===== src/rtl/yuvavg_pkg.sv =====
package yuvavg_pkg;
  typedef enum logic [1:0] {
    CM_PASS = 2'd0,
    CM_PAIR = 2'd1,
    CM_QUAD = 2'd2,
    CM_OCT  = 2'd3
  } cmode_e;
endpackage


===== src/rtl/yuvavg_round.sv =====
// Divide by 2**shift_i with round-half-down on the discarded bits.
module yuvavg_round #(
  parameter int IW = 11,
  parameter int OW = 8,
  parameter int SW = 2
) (
  input  logic [IW-1:0] sum_i,
  input  logic [SW-1:0] shift_i,
  output logic [OW-1:0] avg_o
);
  localparam logic [IW-1:0] ONE = IW'(1);

  logic [IW-1:0] quo;
  logic [IW-1:0] msk;
  logic [IW-1:0] frc;
  logic [IW-1:0] hlf;
  logic [IW-1:0] res;
  logic          up;
  logic          unused_hi;

  always_comb begin
    quo = sum_i >> shift_i;
    msk = (ONE << shift_i) - ONE;
    frc = sum_i & msk;
    hlf = (msk + ONE) >> 1;
    up  = (frc > hlf);
    res = quo + {{(IW-1){1'b0}}, up};
  end

  assign avg_o     = res[OW-1:0];
  assign unused_hi = ^res[IW-1:OW];
endmodule


===== src/rtl/yuvavg_phase.sv =====
// Group position counter, forced to 0 by the sync strobe.
module yuvavg_phase #(
  parameter int PW = 3
) (
  input  logic          clk,
  input  logic          rst_n,
  input  logic          sync_i,
  output logic [PW-1:0] pos_o
);
  logic [PW-1:0] cnt_q;
  logic [PW-1:0] cnt_d;

  always_comb begin
    pos_o = sync_i ? '0 : cnt_q;
    cnt_d = pos_o + PW'(1);
  end

  always_ff @(posedge clk or negedge rst_n) begin
    if (!rst_n) cnt_q <= '0;
    else        cnt_q <= cnt_d;
  end
endmodule


===== src/rtl/yuvavg_tap.sv =====
// Delay line giving the pass-through sample and the rounded pair average.
module yuvavg_tap #(
  parameter int DW  = 8,
  parameter int LAT = 3
) (
  input  logic          clk,
  input  logic          rst_n,
  input  logic [DW-1:0] x_i,
  input  logic          pair_i,
  output logic [DW-1:0] nxt_o
);
  localparam int DEPTH = LAT + 1;

  logic [DW-1:0] d_q [DEPTH];
  logic [DW:0]   pair_sum;
  logic [DW-1:0] pair_avg;

  always_ff @(posedge clk or negedge rst_n) begin
    if (!rst_n) begin
      for (int i = 0; i < DEPTH; i++) d_q[i] <= '0;
    end else begin
      d_q[0] <= x_i;
      for (int i = 1; i < DEPTH; i++) d_q[i] <= d_q[i-1];
    end
  end

  always_comb begin
    pair_sum = {1'b0, d_q[LAT-1]} + {1'b0, d_q[LAT]};
  end

  yuvavg_round #(.IW(DW+1), .OW(DW), .SW(1)) u_rnd (
    .sum_i   (pair_sum),
    .shift_i (1'b1),
    .avg_o   (pair_avg)
  );

  assign nxt_o = pair_i ? pair_avg : d_q[LAT-1];
endmodule


===== src/rtl/yuvavg_blk.sv =====
// Running group accumulator with a registered, rounded block result.
module yuvavg_blk #(
  parameter int DW = 8,
  parameter int GL = 3,
  parameter int SW = 2
) (
  input  logic          clk,
  input  logic          rst_n,
  input  logic [DW-1:0] x_i,
  input  logic [GL-1:0] pos_i,
  input  logic [SW-1:0] shift_i,
  output logic [DW-1:0] rnd_o,
  output logic          vld_o
);
  localparam int AW = DW + GL;
  localparam logic [GL-1:0] PONE = GL'(1);

  logic [GL-1:0] pmsk;
  logic          first;
  logic          last;
  logic [AW-1:0] xw;
  logic [AW-1:0] acc_d, acc_q;
  logic [AW-1:0] sum_q;
  logic [SW-1:0] sh_q;
  logic          last_q;
  logic [DW-1:0] rnd_w, rnd_q;
  logic          vld_q;

  always_comb begin
    pmsk  = (PONE << shift_i) - PONE;
    first = ((pos_i & pmsk) == '0);
    last  = ((pos_i & pmsk) == pmsk);
    xw    = {{GL{1'b0}}, x_i};
    acc_d = first ? xw : (acc_q + xw);
  end

  always_ff @(posedge clk or negedge rst_n) begin
    if (!rst_n) begin
      acc_q  <= '0;
      last_q <= 1'b0;
      vld_q  <= 1'b0;
    end else begin
      acc_q  <= acc_d;
      last_q <= last;
      vld_q  <= last_q;
    end
  end

  always_ff @(posedge clk or negedge rst_n) begin
    if (!rst_n) begin
      sum_q <= '0;
      sh_q  <= '0;
    end else if (last) begin
      sum_q <= acc_d;
      sh_q  <= shift_i;
    end
  end

  yuvavg_round #(.IW(AW), .OW(DW), .SW(SW)) u_rnd (
    .sum_i   (sum_q),
    .shift_i (sh_q),
    .avg_o   (rnd_w)
  );

  always_ff @(posedge clk or negedge rst_n) begin
    if (!rst_n)      rnd_q <= '0;
    else if (last_q) rnd_q <= rnd_w;
  end

  assign rnd_o = rnd_q;
  assign vld_o = vld_q;
endmodule


===== src/rtl/yuv_decim_avg.sv =====
module yuv_decim_avg #(
  parameter int DW  = 8,
  parameter int GL  = 3,
  parameter int LAT = 3
) (
  input  logic          clk,
  input  logic          rst_n,
  input  logic          sync_i,
  input  logic          luma_avg_i,
  input  logic [1:0]    chroma_mode_i,
  input  logic [DW-1:0] y_i,
  input  logic [DW-1:0] u_i,
  input  logic [DW-1:0] v_i,
  output logic [DW-1:0] y_o,
  output logic [DW-1:0] u_o,
  output logic [DW-1:0] v_o,
  output logic          blk_vld_o
);
  import yuvavg_pkg::*;

  localparam int NCH = 2;
  localparam int SW  = $clog2(GL + 1);

  // reset synchronizer: asynchronous assert, synchronous release
  logic [1:0] rs_q;
  logic       rst_q;

  always_ff @(posedge clk or negedge rst_n) begin
    if (!rst_n) rs_q <= 2'b00;
    else        rs_q <= {rs_q[0], 1'b1};
  end
  assign rst_q = rs_q[1];

  // mode decode
  cmode_e        cm;
  logic          blk_mode;
  logic          pair_c;
  logic [SW-1:0] blk_shift;

  always_comb begin
    cm        = cmode_e'(chroma_mode_i);
    blk_mode  = (cm == CM_QUAD) || (cm == CM_OCT);
    pair_c    = (cm == CM_PAIR);
    blk_shift = (cm == CM_QUAD) ? SW'(GL - 1) : SW'(GL);
  end

  // shared group phase
  logic [GL-1:0] pos;

  yuvavg_phase #(.PW(GL)) u_phase (
    .clk    (clk),
    .rst_n  (rst_q),
    .sync_i (sync_i),
    .pos_o  (pos)
  );

  // luma lane
  logic [DW-1:0] y_nxt;
  logic [DW-1:0] y_q;

  yuvavg_tap #(.DW(DW), .LAT(LAT)) u_ytap (
    .clk    (clk),
    .rst_n  (rst_q),
    .x_i    (y_i),
    .pair_i (luma_avg_i),
    .nxt_o  (y_nxt)
  );

  always_ff @(posedge clk or negedge rst_q) begin
    if (!rst_q) y_q <= '0;
    else        y_q <= y_nxt;
  end

  // chroma lanes
  logic [DW-1:0] c_in  [NCH];
  logic [DW-1:0] t_nxt [NCH];
  logic [DW-1:0] b_rnd [NCH];
  logic          b_vld [NCH];
  logic [DW-1:0] c_d   [NCH];
  logic          c_ce  [NCH];
  logic [DW-1:0] c_q   [NCH];

  assign c_in[0] = u_i;
  assign c_in[1] = v_i;

  for (genvar c = 0; c < NCH; c++) begin : g_ch
    yuvavg_tap #(.DW(DW), .LAT(LAT)) u_tap (
      .clk    (clk),
      .rst_n  (rst_q),
      .x_i    (c_in[c]),
      .pair_i (pair_c),
      .nxt_o  (t_nxt[c])
    );

    yuvavg_blk #(.DW(DW), .GL(GL), .SW(SW)) u_blk (
      .clk     (clk),
      .rst_n   (rst_q),
      .x_i     (c_in[c]),
      .pos_i   (pos),
      .shift_i (blk_shift),
      .rnd_o   (b_rnd[c]),
      .vld_o   (b_vld[c])
    );

    always_comb begin
      c_ce[c] = !blk_mode || b_vld[c];
      c_d[c]  = blk_mode ? b_rnd[c] : t_nxt[c];
    end

    always_ff @(posedge clk or negedge rst_q) begin
      if (!rst_q)       c_q[c] <= '0;
      else if (c_ce[c]) c_q[c] <= c_d[c];
    end
  end

  // valid strobe
  logic vld_d, vld_q;

  always_comb begin
    vld_d = blk_mode ? b_vld[0] : 1'b1;
  end

  always_ff @(posedge clk or negedge rst_q) begin
    if (!rst_q) vld_q <= 1'b0;
    else        vld_q <= vld_d;
  end

  assign y_o       = y_q;
  assign u_o       = c_q[0];
  assign v_o       = c_q[1];
  assign blk_vld_o = vld_q;
endmodule


===== config.mk =====
export PLATFORM = sky130hd
export DESIGN_NAME = yuv_decim_avg
export DESIGN_NICKNAME = d
export VERILOG_FILES = /design/src/rtl/yuvavg_pkg.sv /design/src/rtl/yuvavg_round.sv /design/src/rtl/yuvavg_phase.sv /design/src/rtl/yuvavg_tap.sv /design/src/rtl/yuvavg_blk.sv /design/src/rtl/yuv_decim_avg.sv
export SDC_FILE = /design/constraint.sdc
export NUM_CORES = 1
export LEC_CHECK = 0
export BUFFER_PORTS_ARGS = -buffer_cell sky130_fd_sc_hd__buf_2
export CAP_MARGIN = 0
export CORE_MARGIN = 2
export CORE_UTILIZATION = 30
export CTS_BUF_LIST = sky130_fd_sc_hd__clkbuf_4 sky130_fd_sc_hd__clkbuf_8
export DETAILED_ROUTE_END_ITERATION = 6
export GPL_TIMING_DRIVEN = 0
export SYNTH_ARGS = -nofsm -noshare
export SYNTH_HDL_FRONTEND = slang
export SYNTH_SLANG_ARGS = --single-unit

===== constraint.sdc =====
create_clock -name clk -period 6.25 [get_ports clk]
set_clock_uncertainty 0.05 [all_clocks]
set_input_delay 1.5625 -clock clk [delete_from_list [all_inputs] [get_ports clk]]
set_output_delay 1.5625 -clock clk [all_outputs]
set_load 0.05 [all_outputs]

==> summary.txt <==
1st-iter DRT viols - 357
crit start category - flip-flop
power per cell area - 370 nW/um2
Final Hold Violating Endpoints - 0
CTS max path bufs - 2
Post-synth EDFFs - 0
Clk pwr share - 21.4%
Pwr Total - 3.91 mW
Non-Filler Instances - 1308
synth warn - 0
CTS tree - yes
post-synthesis mux area share - 8.00%
total of max-cap violations - 0
GP Congestion - 0.838
Post-synth top flop - dfrtp_1
worst skew pair latency - 470 ps
placed cell count - 1276
Initial Util - 30.5%
Netlist Area Pre-Place - 9340 um2
fin nets - 994
Yosys cell types - 76
Seq cells post-synth - 190
ys async rst share - 100%
min cycle time layout - 4440 ps
drt drc - 0
worst-path cell chain - buf_4, buf_4, clkbuf_1, nor2b_1, inv_1, ha_1, nor2b_2, inv_1, xnor2_1, ha_1, o21ai_0, a21bo_2, a221oi_1, ha_1, ha_1, and2_1, nand2_1, xor2_1, a21oi_1
status - finished, final reports clean
min-delay src - g_ch[1].u_tap.d_q[21]
gr ovfl total - 0
final WL - 19900 um
Yosys top cell by area - dfrtp_1
setup_tns - 0 ps
Min-Delay Path Class - reg -> reg
Synth area leaders - dfrtp_1 51%, ha_1 8.0%, a21oi_1 3.3%
Synth top cells by count - 190 x dfrtp_1, 61 x a21oi_1, 60 x ha_1
Simple-Gate Fraction of Synth Area - 11.7%
worst r2r src - g_ch[0].u_blk.sh_q[0]
Synth Area in Compound Gates - 14.4%
cell family with most CP delay - buffers and inverters
Final Cycle Share - 71.1%
Pint - 2.43 mW
Fillers - 3083
XOR/XNOR share of the synthesized area - 2.81%
Via Count - 6331
sequential element share of the synthesized area - 50.9%
core area - 30600 um2
die area - 32600 um2
Combinational Power Share - 36.9%
Peak Freq - 225 MHz
share of cells above drive strength 1 - 16.1%
Critical Path End Type - flip-flop
maximum VDD drop - 0.159 mV
Synth Area per Inst - 11.4 um2
crit path max fanout - 10
Worst path slowest cell - dfrtp_1
switching share of power - 37.7%
Post-DRT Antenna Nets - 0
TritonCTS Buffers - 17
Setup violations, final - 0
WL/cell - 15.2 um
Switch Pwr - 1.47 mW
PostCTS Resize Cnt - 0
total clock sinks - 190
RSZ-0062 raised after global routing - no
post-CTS setup repair buffer count - 0
hold_buf cts - 0
Clock Tree Root - clkbuf_8
First-pass DRT Iterations - 5
vias in the first global route - 6331
clk slew on worst S/H paths - 110 ps
Area Overhead vs Synth - 13.2%
largest family of logic cells by synthesized area - compound AO/OA/AOI/OAI gates
CP most frequent cell - ha_1
CP bufs+invs - 5
share of the synthesized area in the top cell type - 50.9%
first-pass GRT wire length - 33400 um
ANT cells - 0
Hold EP - g_ch[1].u_tap.d_q[13]
Post-Synthesis Cells - 821
# rows - 64
final instance area - 10600 um2
I/O Pins - 55
Rel. slew slack - 47.7%
CP peak stage delay - 430 ps
H-tree levels - 4
Hold Path Depth - 0
Port Buffers - 54
HPWL after DPL - 14900 um
Die H - 180 um
area post-placement - 10200 um2
adder-cell share of the synthesized area - 9.23%
hold slack final - 296 ps
vias per cell - 4.84
largest net degree at the start of global routing - 68
crit path DAT - 4800 ps
reg-to-reg endpoint - g_ch[1].u_blk.rnd_o[4]
CP Data Required Time - 6610 ps
die width - 180 um
R2R depth - 19
sequential share of power - 41.7%
most common cell in the netlist - dfrtp_1
actual slew at the worst max-slew pin - 784 ps
critical path type - reg -> reg
initial antenna violation count - 1
R2R setup slack - 1810 ps
all-layer global routing usage - 12.7%
P_leak - 4.65 nW
max-slew violation count - 0
[stage by stage]
step           util [%]  setup slack [ps]
2_1_floorplan         -               514
3_3_place_gp       33.1             -1630
3_5_place_dp       33.3              1800
4_1_cts            34.6              1770
5_1_grt            34.6              1400
6_report           34.6              1810
[logic make-up (layout without fill, tap and decap cells)]
logic type | after synthesis | in the layout
AOI/OAI and AO/OA | 201 | 201
xor gates and xnor gates | 30 | 30
adders and majority gates | 66 | 66
buffers and inverters | 59 | 147
DFF | 190 | 190
muxes | 58 | 58
other | 2 | 5
and+or+nand+nor | 215 | 215
[cells in the final DEF, fill, tap and decap left out, types with 13 or more instances in the layout]
master and instances:
inv_1 29, xnor2_1 17, clkbuf_8 17, mux2i_1 27
nor3_1 17, dfrtp_1 189, nand2_1 55, ha_1 60
clkbuf_1 15, xor2_1 13, buf_2 58, mux2_2 19
nor2_1 48, nor2b_1 22, o21ai_0 29, a21oi_1 61
[how the worst max path moves through the flow]
stage / start / cells after the start / endpoint
6_report: g_ch[0].u_blk.sh_q[0] / 19 / g_ch[1].u_blk.rnd_o[4]
5_1_grt: g_ch[0].u_blk.sh_q[0] / 19 / g_ch[1].u_blk.rnd_o[6]
4_1_cts: g_ch[0].u_blk.sh_q[0] / 19 / g_ch[1].u_blk.rnd_o[4]
3_5_place_dp: g_ch[0].u_blk.sh_q[0] / 19 / g_ch[1].u_blk.rnd_o[4]
3_3_place_gp: rs_q[1] / 0 / g_ch[1].u_tap.d_q[10]
2_1_floorplan: rs_q[1] / 0 / blk_vld_o
[cell type report]
type,count,area (um2),area share [%]
Timing Repair Buffer,56,325,3.08
Tap cell,396,495,4.68
Multi-Input combinational cell,575,4330,41.0
Clock buffer,17,234,2.21
Inverter,31,116,1.10
Buffer,28,148,1.40
Sequential cell,190,4760,45.0
Clock inverter,15,165,1.56
[power by group through the flow]
stage | sequential [mW] | combinational, mW | clock [mW]
after detailed placement | 1.65 | 1.44 | 0
after CTS | 1.63 | 1.45 | 0.866
after global routing | 1.66 | 1.61 | 0.910
after global placement | 1.66 | 1.40 | 0
after floorplan | 1.67 | 1.06 | 0
final | 1.63 | 1.44 | 0.838
[sequential cells by signal (all words and copies together) (netlist names)]
name               count
blk_vld_o              1
g_ch.u_blk.acc_q      22
g_ch.u_blk.last_q      1
g_ch.u_blk.rnd_o      16
g_ch.u_blk.sh_q        2
g_ch.u_blk.sum_q      22
g_ch.u_blk.vld_o       1
g_ch.u_tap.d_q        64
rs_q                   2
u_o                    8
u_phase.cnt_q          3
u_ytap.d_q            32
v_o                    8
y_o                    8
[per-layer routing]
metal / GRT usage [%] / vias to the layer above / routed length (um)
met5: 0 / - / 16
met4: 3.52 / 2 / 216
met3: 2.47 / 15 / 678
met2: 20.4 / 108 / 9410
met1: 17.4 / 3092 / 9620
li1: - / 3114 / -
[worst register-to-register path, delay by kind of cell (launching register included)]
kind	cells	cell delay [ps]
xor gates and xnor gates	2	290
buffers and inverters	5	1180
AOI/OAI and AO/OA	4	820
and+or+nand+nor	4	710
adders and majority gates	4	910
DFF	1	430
(Power assumes the default switching activity.)
